$ cat src/rtl/sb_pkg.sv
package sb_pkg;

  // One-hot decode of a register index, gated by an enable
  function automatic logic [63:0] idx_hot(input int unsigned idx, input logic en);
    logic [63:0] v;
    v = '0;
    if (en) v[idx] = 1'b1;
    return v;
  endfunction

  // A register is usable if stored ready, bypassed this cycle, or register 0
  function automatic logic usable(input logic stored, input logic byp, input logic is_zero);
    return stored | byp | is_zero;
  endfunction

endpackage

$ cat src/rtl/sb_ready_table.sv
module sb_ready_table #(
  parameter int NUM_REGS = 32
) (
  input  logic                clk,
  input  logic                rst_n,
  input  logic [NUM_REGS-1:0] set_vec,
  input  logic [NUM_REGS-1:0] clr_vec,
  output logic [NUM_REGS-1:0] rdy
);

  genvar g;
  generate
    for (g = 0; g < NUM_REGS; g++) begin : g_reg
      if (g == 0) begin : g_zero
        assign rdy[g] = 1'b1;
      end else begin : g_flop
        logic bit_q;
        always_ff @(posedge clk) begin
          if (!rst_n)          bit_q <= 1'b1;
          else if (clr_vec[g]) bit_q <= 1'b0;  // issue clear wins over set
          else if (set_vec[g]) bit_q <= 1'b1;
        end
        assign rdy[g] = bit_q;
      end
    end
  endgenerate

  // a register cleared and set together ends up not ready
  a_r8_clear_wins: assert property (@(posedge clk) disable iff (!rst_n)
    (clr_vec[1] && set_vec[1]) |=> !rdy[1]);

endmodule

$ cat src/rtl/sb_issue_check.sv
module sb_issue_check
  import sb_pkg::*;
#(
  parameter int NUM_REGS = 32,
  localparam int IDX_W = $clog2(NUM_REGS)
) (
  input  logic [NUM_REGS-1:0] rdy,
  input  logic [NUM_REGS-1:0] byp,
  input  logic                dec_vld,
  input  logic [IDX_W-1:0]    dec_dst,
  input  logic [IDX_W-1:0]    dec_srca,
  input  logic [IDX_W-1:0]    dec_srcb,
  input  logic [1:0]          src_mask,
  output logic                issue_ok,
  output logic                stall
);

  logic srca_ok, srcb_ok, dst_ok;

  always_comb begin
    srca_ok = !src_mask[0] ||
              usable(rdy[dec_srca], byp[dec_srca], dec_srca == '0);
    srcb_ok = !src_mask[1] ||
              usable(rdy[dec_srcb], byp[dec_srcb], dec_srcb == '0);
    dst_ok  = usable(rdy[dec_dst], byp[dec_dst], dec_dst == '0);
    issue_ok = dec_vld && srca_ok && srcb_ok && dst_ok;
    stall    = dec_vld && !issue_ok;
  end

endmodule

$ cat src/rtl/reg_scoreboard.sv
module reg_scoreboard
  import sb_pkg::*;
#(
  parameter int NUM_REGS = 32,
  localparam int IDX_W = $clog2(NUM_REGS)
) (
  input  logic                clk,
  input  logic                rst_n,
  input  logic                dec_vld,
  input  logic [IDX_W-1:0]    dec_dst,
  input  logic [IDX_W-1:0]    dec_srca,
  input  logic [IDX_W-1:0]    dec_srcb,
  input  logic [1:0]          src_mask,
  input  logic                cmp_we,
  input  logic [IDX_W-1:0]    cmp_idx,
  output logic                issue_ok,
  output logic                stall,
  output logic [NUM_REGS-1:0] rdy_vec
);

  logic [63:0]          set_full, clr_full;
  logic [NUM_REGS-1:0]  set_vec, clr_vec;
  logic                 issue_evt;

  assign set_full = idx_hot(int'(cmp_idx), cmp_we);
  assign set_vec  = set_full[NUM_REGS-1:0];
  assign clr_full = idx_hot(int'(dec_dst), issue_evt);
  assign clr_vec  = clr_full[NUM_REGS-1:0];

  sb_issue_check #(.NUM_REGS(NUM_REGS)) u_check (
    .rdy      (rdy_vec),
    .byp      (set_vec),
    .dec_vld  (dec_vld),
    .dec_dst  (dec_dst),
    .dec_srca (dec_srca),
    .dec_srcb (dec_srcb),
    .src_mask (src_mask),
    .issue_ok (issue_evt),
    .stall    (stall)
  );

  sb_ready_table #(.NUM_REGS(NUM_REGS)) u_table (
    .clk     (clk),
    .rst_n   (rst_n),
    .set_vec (set_vec),
    .clr_vec (clr_vec),
    .rdy     (rdy_vec)
  );

  assign issue_ok = issue_evt;

  a_r4_exclusive: assert property (@(posedge clk) disable iff (!rst_n)
    !(issue_ok && stall) && (dec_vld || (!issue_ok && !stall)));

  a_r9_zero_ready: assert property (@(posedge clk) disable iff (!rst_n)
    rdy_vec[0]);

  a_r3_dst_cleared: assert property (@(posedge clk) disable iff (!rst_n)
    (issue_ok && dec_dst != '0) |=> !rdy_vec[$past(dec_dst)]);

  a_r5_done_sets: assert property (@(posedge clk) disable iff (!rst_n)
    (cmp_we && !(issue_ok && dec_dst == cmp_idx)) |=> rdy_vec[$past(cmp_idx)]);

  a_r6_waw_hold: assert property (@(posedge clk) disable iff (!rst_n)
    (dec_vld && dec_dst != '0 && !rdy_vec[dec_dst] &&
     !(cmp_we && cmp_idx == dec_dst)) |-> stall);

  a_r2_src_hold: assert property (@(posedge clk) disable iff (!rst_n)
    (dec_vld && src_mask[0] && dec_srca != '0 && !rdy_vec[dec_srca] &&
     !(cmp_we && cmp_idx == dec_srca)) |-> !issue_ok);

endmodule

$ cat config.mk
export PLATFORM = sky130hd
export DESIGN_NAME = reg_scoreboard
export DESIGN_NICKNAME = d
export VERILOG_FILES = /design/src/rtl/sb_pkg.sv /design/src/rtl/sb_ready_table.sv /design/src/rtl/sb_issue_check.sv /design/src/rtl/reg_scoreboard.sv
export SDC_FILE = /design/constraint.sdc
export NUM_CORES = 1
export LEC_CHECK = 0
export CELL_PAD_IN_SITES_DETAIL_PLACEMENT = 0
export CELL_PAD_IN_SITES_GLOBAL_PLACEMENT = 1
export CORE_MARGIN = 4
export CORE_UTILIZATION = 39
export DETAILED_ROUTE_END_ITERATION = 10
export PLACE_DENSITY_LB_ADDON = 0.08
export SLEW_MARGIN = 25
export SYNTH_ARGS = -nofsm -noshare
export SYNTH_HDL_FRONTEND = slang
export SYNTH_HIERARCHICAL = 1
export SYNTH_SLANG_ARGS = --single-unit
$ cat constraint.sdc
create_clock -name clk -period 5.28 [get_ports clk]
set_clock_uncertainty 0.15 [all_clocks]
set_input_delay 0.528 -clock clk [delete_from_list [all_inputs] [get_ports clk]]
set_output_delay 0.528 -clock clk [all_outputs]
set_load 0.03 [all_outputs]
# Word level (Yosys, flattened, before mapping)
# Index checks and enable logic that the tools add are counted.
[op_classes]
bitwise_logic = 6
muxes = 80
n_reduce_logical = 45
magnitude_cmp = 7
[ops]
columns = ["operator", "count"]
rows = [
  ["1-bit 2-to-1 mux", 70],
  ["32-bit 2-to-1 mux", 2],
  ["2-bit nonzero test", 31],
  ["1-bit binary-select mux with 5-bit select", 6],
  ["5-bit by 6-bit less-than comparator with 1-bit output, second input constant", 3],
  ["5-bit zero test", 3],
  ["5-bit by 7-bit less-than comparator with 1-bit output, second input constant", 2],
  ["1-bit demux with 5-bit select", 2],
  ["5-bit by 1-bit greater-or-equal comparator with 1-bit output, second input constant", 2],
  ["1-bit logical AND", 6],
  ["1-bit OR", 6],
  ["1-bit zero test", 3],
  ["1-bit logical OR", 2],
]
[word_totals]
elab_cells = 169
out_inout_bits = 34
in_bits = 26
register_bits = 31

# Depth between registers and ports, before layout
[logic_depth]
depth_word = 15
depth_mapped = 12
depth_no_buf = 11

# Modules after synthesis
# The synthesis kept the hierarchy.
[modules_own_cells]
columns = ["module", "seq_area_each_um2", "area_each_um2", "cells_each", "instances"]
rows = [
  ["sb_ready_table", 620.6, 1151.1, 129, 1],
  ["sb_issue_check", 0.0, 993.5, 119, 1],
  ["reg_scoreboard", 0.0, 460.4, 94, 1],
]

# Worst setup path after synthesis
# No wires, ideal clock.
[synth_path]
path_kind = "in2reg"
from = "input cmp_idx[2]"
to = "register u_table.g_reg[1].g_flop.bit_q"
path_stages = 11
setup_ps = 123
t_required_ps = 5007
n_path_buf = 0
path_slack_ps = 1456
t_arrival_ps = 3551
path_cell_list = "or4b_1 -> nor2_1 -> nor2_1 -> mux4_1 -> mux2i_1 -> nor4_1 -> o41ai_1 -> and3_1 -> or4b_1 -> nor2_1 -> o21ai_0"
[synth_between]
elab_chain_cells = 15
elab_cells_between_ends = 26
classes_between = "order compare: 2; mux: 11; bitwise: 6; reduce/logical: 7"
[synth_rtl]
columns = ["element", "line", "rtl"]
rows = [
  ["from (decl)", "reg_scoreboard.sv:15", "input logic [IDX_W-1:0] cmp_idx,"],
  ["5-bit by 7-bit less-than comparator with 1-bit output (implied by the code) / 5-bit by 1-bit greater-or-equal comparator with 1-bit output (equally long branches)", "sb_pkg.sv:7", "if (en) v[idx] = 1'b1;"],
  ["1-bit logical AND (implied by the code)", "sb_pkg.sv:7", ""],
  ["1-bit 2-to-1 mux (implied by the code)", "sb_pkg.sv:7", ""],
  ["1-bit demux with 5-bit select (*)", "sb_pkg.sv:7", ""],
  ["32-bit 2-to-1 mux (*)", "sb_pkg.sv:7", ""],
  ["net set_full[3]", "reg_scoreboard.sv:21", "logic [63:0] set_full, clr_full;"],
  ["1-bit binary-select mux with 5-bit select", "sb_issue_check.sv:22", "usable(rdy[dec_srca], byp[dec_srca], dec_srca == '0);"],
  ["1-bit 2-to-1 mux (implied by the code)", "sb_issue_check.sv:22", ""],
  ["1-bit OR (2 in series)", "sb_pkg.sv:13", "return stored | byp | is_zero;"],
  ["1-bit logical OR", "sb_issue_check.sv:21", "srca_ok = !src_mask[0] ||"],
  ["1-bit logical AND (2 in series)", "sb_issue_check.sv:26", "issue_ok = dec_vld && srca_ok && srcb_ok && dst_ok;"],
  ["1-bit logical AND (*)", "sb_issue_check.sv:26", ""],
  ["net issue_ok", "reg_scoreboard.sv:16", "output logic issue_ok,"],
  ["32-bit 2-to-1 mux (*)", "sb_pkg.sv:7", ""],
  ["net clr_full[1]", "reg_scoreboard.sv:21", ""],
  ["1-bit 2-to-1 mux / 2-bit nonzero test (equally long branches)", "n/a", ""],
  ["to (signal assigned)", "sb_ready_table.sv:19", "if (!rst_n) bit_q <= 1'b1;"],
  ["to (signal assigned)", "sb_ready_table.sv:20", "else if (clr_vec[g]) bit_q <= 1'b0;"],
  ["to (signal assigned)", "sb_ready_table.sv:21", "else if (set_vec[g]) bit_q <= 1'b1;"],
  ["to (decl)", "sb_ready_table.sv:17", "logic bit_q;"],
]
# The timed path passes the listed nets; every way through them passes the cells marked *. The select of a mux whose other input is x is not followed.
# A chain may end at the register's enable or synchronous reset.

# Worst setup path in the final report
[layout_path]
from = "input cmp_idx[2]"
to = "output issue_ok"
[layout_between]
elab_chain_cells = 13
elab_cells_between_ends = 23
classes_between = "order compare: 2; mux: 9; bitwise: 6; reduce/logical: 6"
[layout_rtl]
columns = ["element", "line"]
rows = [
  ["5-bit by 7-bit less-than comparator with 1-bit output (implied by the code) / 5-bit by 1-bit greater-or-equal comparator with 1-bit output (equally long branches)", "sb_pkg.sv:7"],
  ["1-bit logical AND (implied by the code)", "sb_pkg.sv:7"],
  ["1-bit 2-to-1 mux (implied by the code)", "sb_pkg.sv:7"],
  ["1-bit demux with 5-bit select (*)", "sb_pkg.sv:7"],
  ["32-bit 2-to-1 mux (*)", "sb_pkg.sv:7"],
  ["net set_full[2]", "reg_scoreboard.sv:21"],
  ["1-bit binary-select mux with 5-bit select", "sb_issue_check.sv:22"],
  ["1-bit 2-to-1 mux (implied by the code)", "sb_issue_check.sv:22"],
  ["1-bit OR (2 in series)", "sb_pkg.sv:13"],
  ["1-bit logical OR", "sb_issue_check.sv:21"],
  ["1-bit logical AND (2 in series)", "sb_issue_check.sv:26"],
  ["1-bit logical AND (*)", "sb_issue_check.sv:26"],
  ["to (decl)", "reg_scoreboard.sv:16"],
]
# Marks and branches as above.

==> results.py <==
metrics = {
    "run_status": {
        "status": "complete, no violations",
    },
    "sta": {
        "tightest_slew_ns": 0.720,
        "slew_headroom_pct": 51.9,
        "finalHoldViolCount": 0,
        "clock.fmax_ghz": 0.204,
        "rsz0062_at_grt": "no",
        "setup_tns_ns": 0,
        "fin_ws_ns": 0.370,
        "post-route-min-period_ns": 4.91,
        "timing.final.crit_share_pct": 93.0,
        "setup_violations": 0,
        "slew_viol_final": 0,
    },
    "clocking": {
        "cts_hold_buf": 0,
        "htreeDepth": 2,
        "cts-resized-gates": 0,
        "ctsLongestPathBuffers": 2,
        "cts_made_buffers": 5,
        "clk_latency_ns": 0.30,
        "clock_sinks": 31,
        "clk_pin_slew_ns": 0.08,
        "cts_tree": "done",
        "clock-root-buffer": "clkbuf_8",
        "post-cts-setup-buffers": 0,
    },
    "worst_setup_path": {
        "max_stage_delay_ns": 0.74,
        "crit_family": "simple AND/OR/NAND/NOR gates",
        "crit_chain": "clkdlybuf4s50_1 > or4b_1 > nor2_1 > nor2_1 > mux4_1 > mux2i_1 > nor4_1 > o41ai_1 > and3_1 > clkdlybuf4s50_1",
        "critPathRequiredTime_ns": 4.60,
        "crit_slowest_cell": "clkdlybuf4s50_1",
        "path_max_fanout": 9,
        "start_kind": "input port",
        "critPathCaptureType": "output port",
        "critPathArrivalTime_ns": 4.23,
        "crit_type": "input port to output port",
        "crit_buf_inv": 2,
    },
    "synth": {
        "mappedNetlistNets": 366,
        "synthCells": 340,
        "ys_warn_count": 6,
        "syn_area_sq_mm": 0.00260,
        "syn_avg_cell_area_sq_um": 7.64,
    },
    "die": {
        "start_util_pct": 40.4,
        "ios": 60,
        "die_w_um": 89.6,
        "core-area_sq_mm": 0.00642,
        "die_y_um": 89.6,
        "die-area_sq_mm": 0.00803,
        "num_rows": 29,
    },
    "detailed_routing": {
        "drc": 0,
        "viasPerCell": 5.97,
        "drtIter0Drc": 384,
        "vias": 2596,
        "ant_nets": 0,
        "dr.pass1.iters": 5,
        "drt_wl_total_mm": 8.69,
        "wl_per_cell_um": 20.0,
    },
    "global_route": {
        "grt_overflow": 0,
        "grt_max_degree": 32,
        "antenna_found_initial": 0,
        "grt_pass1_wl_mm": 13.5,
        "grt_pass1_vias": 2386,
        "grt.total_usage_pct": 22.9,
    },
    "layout": {
        "reg_top3": "u_table/g.g_flop.bit_q (31)",
        "largest_reg_flops": 31,
        "syn_to_final_growth_pct": 17.9,
        "top_register": "u_table/g.g_flop.bit_q",
        "fillers": 642,
        "antenna_cells": 0,
        "fin_nets": 383,
        "drive_gt1_share_pct": 6.42,
    },
    "hold_path": {
        "min_path_type": "flop to flop",
    },
    "place": {
        "gp_congestion": 0.885,
        "port_buffers": 58,
        "place_ws_ns": 0.404,
        "hpwl_mm": 6.30,
    },
    "pwr": {
        "ir_drop_v": 0.000124,
        "power_density_mw_per_mm2": 195,
        "cellLeakagePower_nw": 1.14,
    },
    "flow_run": {
        "cap_violations": 0,
    },
}
[placed cells by master (no fill, tap or decap), types with 5 or more instances in the layout]
cell type and n:
nand4bb_1 6, nand2_1 6, nor2_1 126, nand4b_1 6, nand2b_1 5, nor3_1 10, mux4_2 12, clkbuf_8 5
mux2i_1 7, mux4_1 5, dfxtp_1 31, o21ai_0 32, a21oi_1 7, clkdlybuf4s50_1 57
[power breakdown]
group	internal (mW)	total, mW	switching, mW
logic	0.0456	0.113	0.0674
registers	0.236	0.239	0.00235
clock network	0.141	0.245	0.104
total	0.422	0.597	0.174
[path summary, 6_finish.rpt]
path | start | end | slack [ns] | depth (start not counted)
setup / recovery | cmp_idx[2] | issue_ok | 0.37 | 10
hold / removal | u_table/g_reg[17].g_flop.bit_q$_SDFFE_PN1P_ | u_table/g_reg[17].g_flop.bit_q$_SDFFE_PN1P_ | 0.37 | 2
setup reg to reg | u_table/g_reg[6].g_flop.bit_q$_SDFFE_PN1P_ | u_table/g_reg[2].g_flop.bit_q$_SDFFE_PN1P_ | 2.12 | 9
hold reg to reg | u_table/g_reg[17].g_flop.bit_q$_SDFFE_PN1P_ | u_table/g_reg[17].g_flop.bit_q$_SDFFE_PN1P_ | 0.37 | 2
[tightest hold or removal path, stage by stage, from the launching register on]
cell     delay [ns]
dfxtp_1        0.33
nor2_1         0.09
o21ai_0        0.07
[metal layers]
| layer | GRT usage (%) | vias up | wire length, um |
|---|---|---|---|
| met1 | 34.2 | 1212 | 3910 |
| met5 | 0 | - | 0 |
| met2 | 31.9 | 156 | 3610 |
| li1 | - | 1217 | - |
| met3 | 6.39 | 11 | 1040 |
| met4 | 6.77 | 0 | 115 |
[metrics by stage]
step                utilization, %  total power, mW  hold WS [ns]  std cells  area, sq um
floorplan                        -            0.308         0.333        340         2600
global placement              46.0            0.356         0.365        427         2960
detailed placement            46.0            0.356         0.365        427         2960
CTS                           47.8            0.601         0.379        435         3070
global route                  47.7            0.622         0.402        435         3060
finish                        47.7            0.597         0.375        435         3060
[cell type report]
cell class                 instances  area, sq um  area share, %
inverter                           3         11.3          0.368
tap                               77         96.3           3.15
multi-input combinational        258         1650           53.8
clock buffer                       5         68.8           2.25
sequential                        31          621           20.3
clock inverter                     3         43.8           1.43
timing repair buffer              58          576           18.8
No activity file was read; power rests on OpenSTA's default activity.
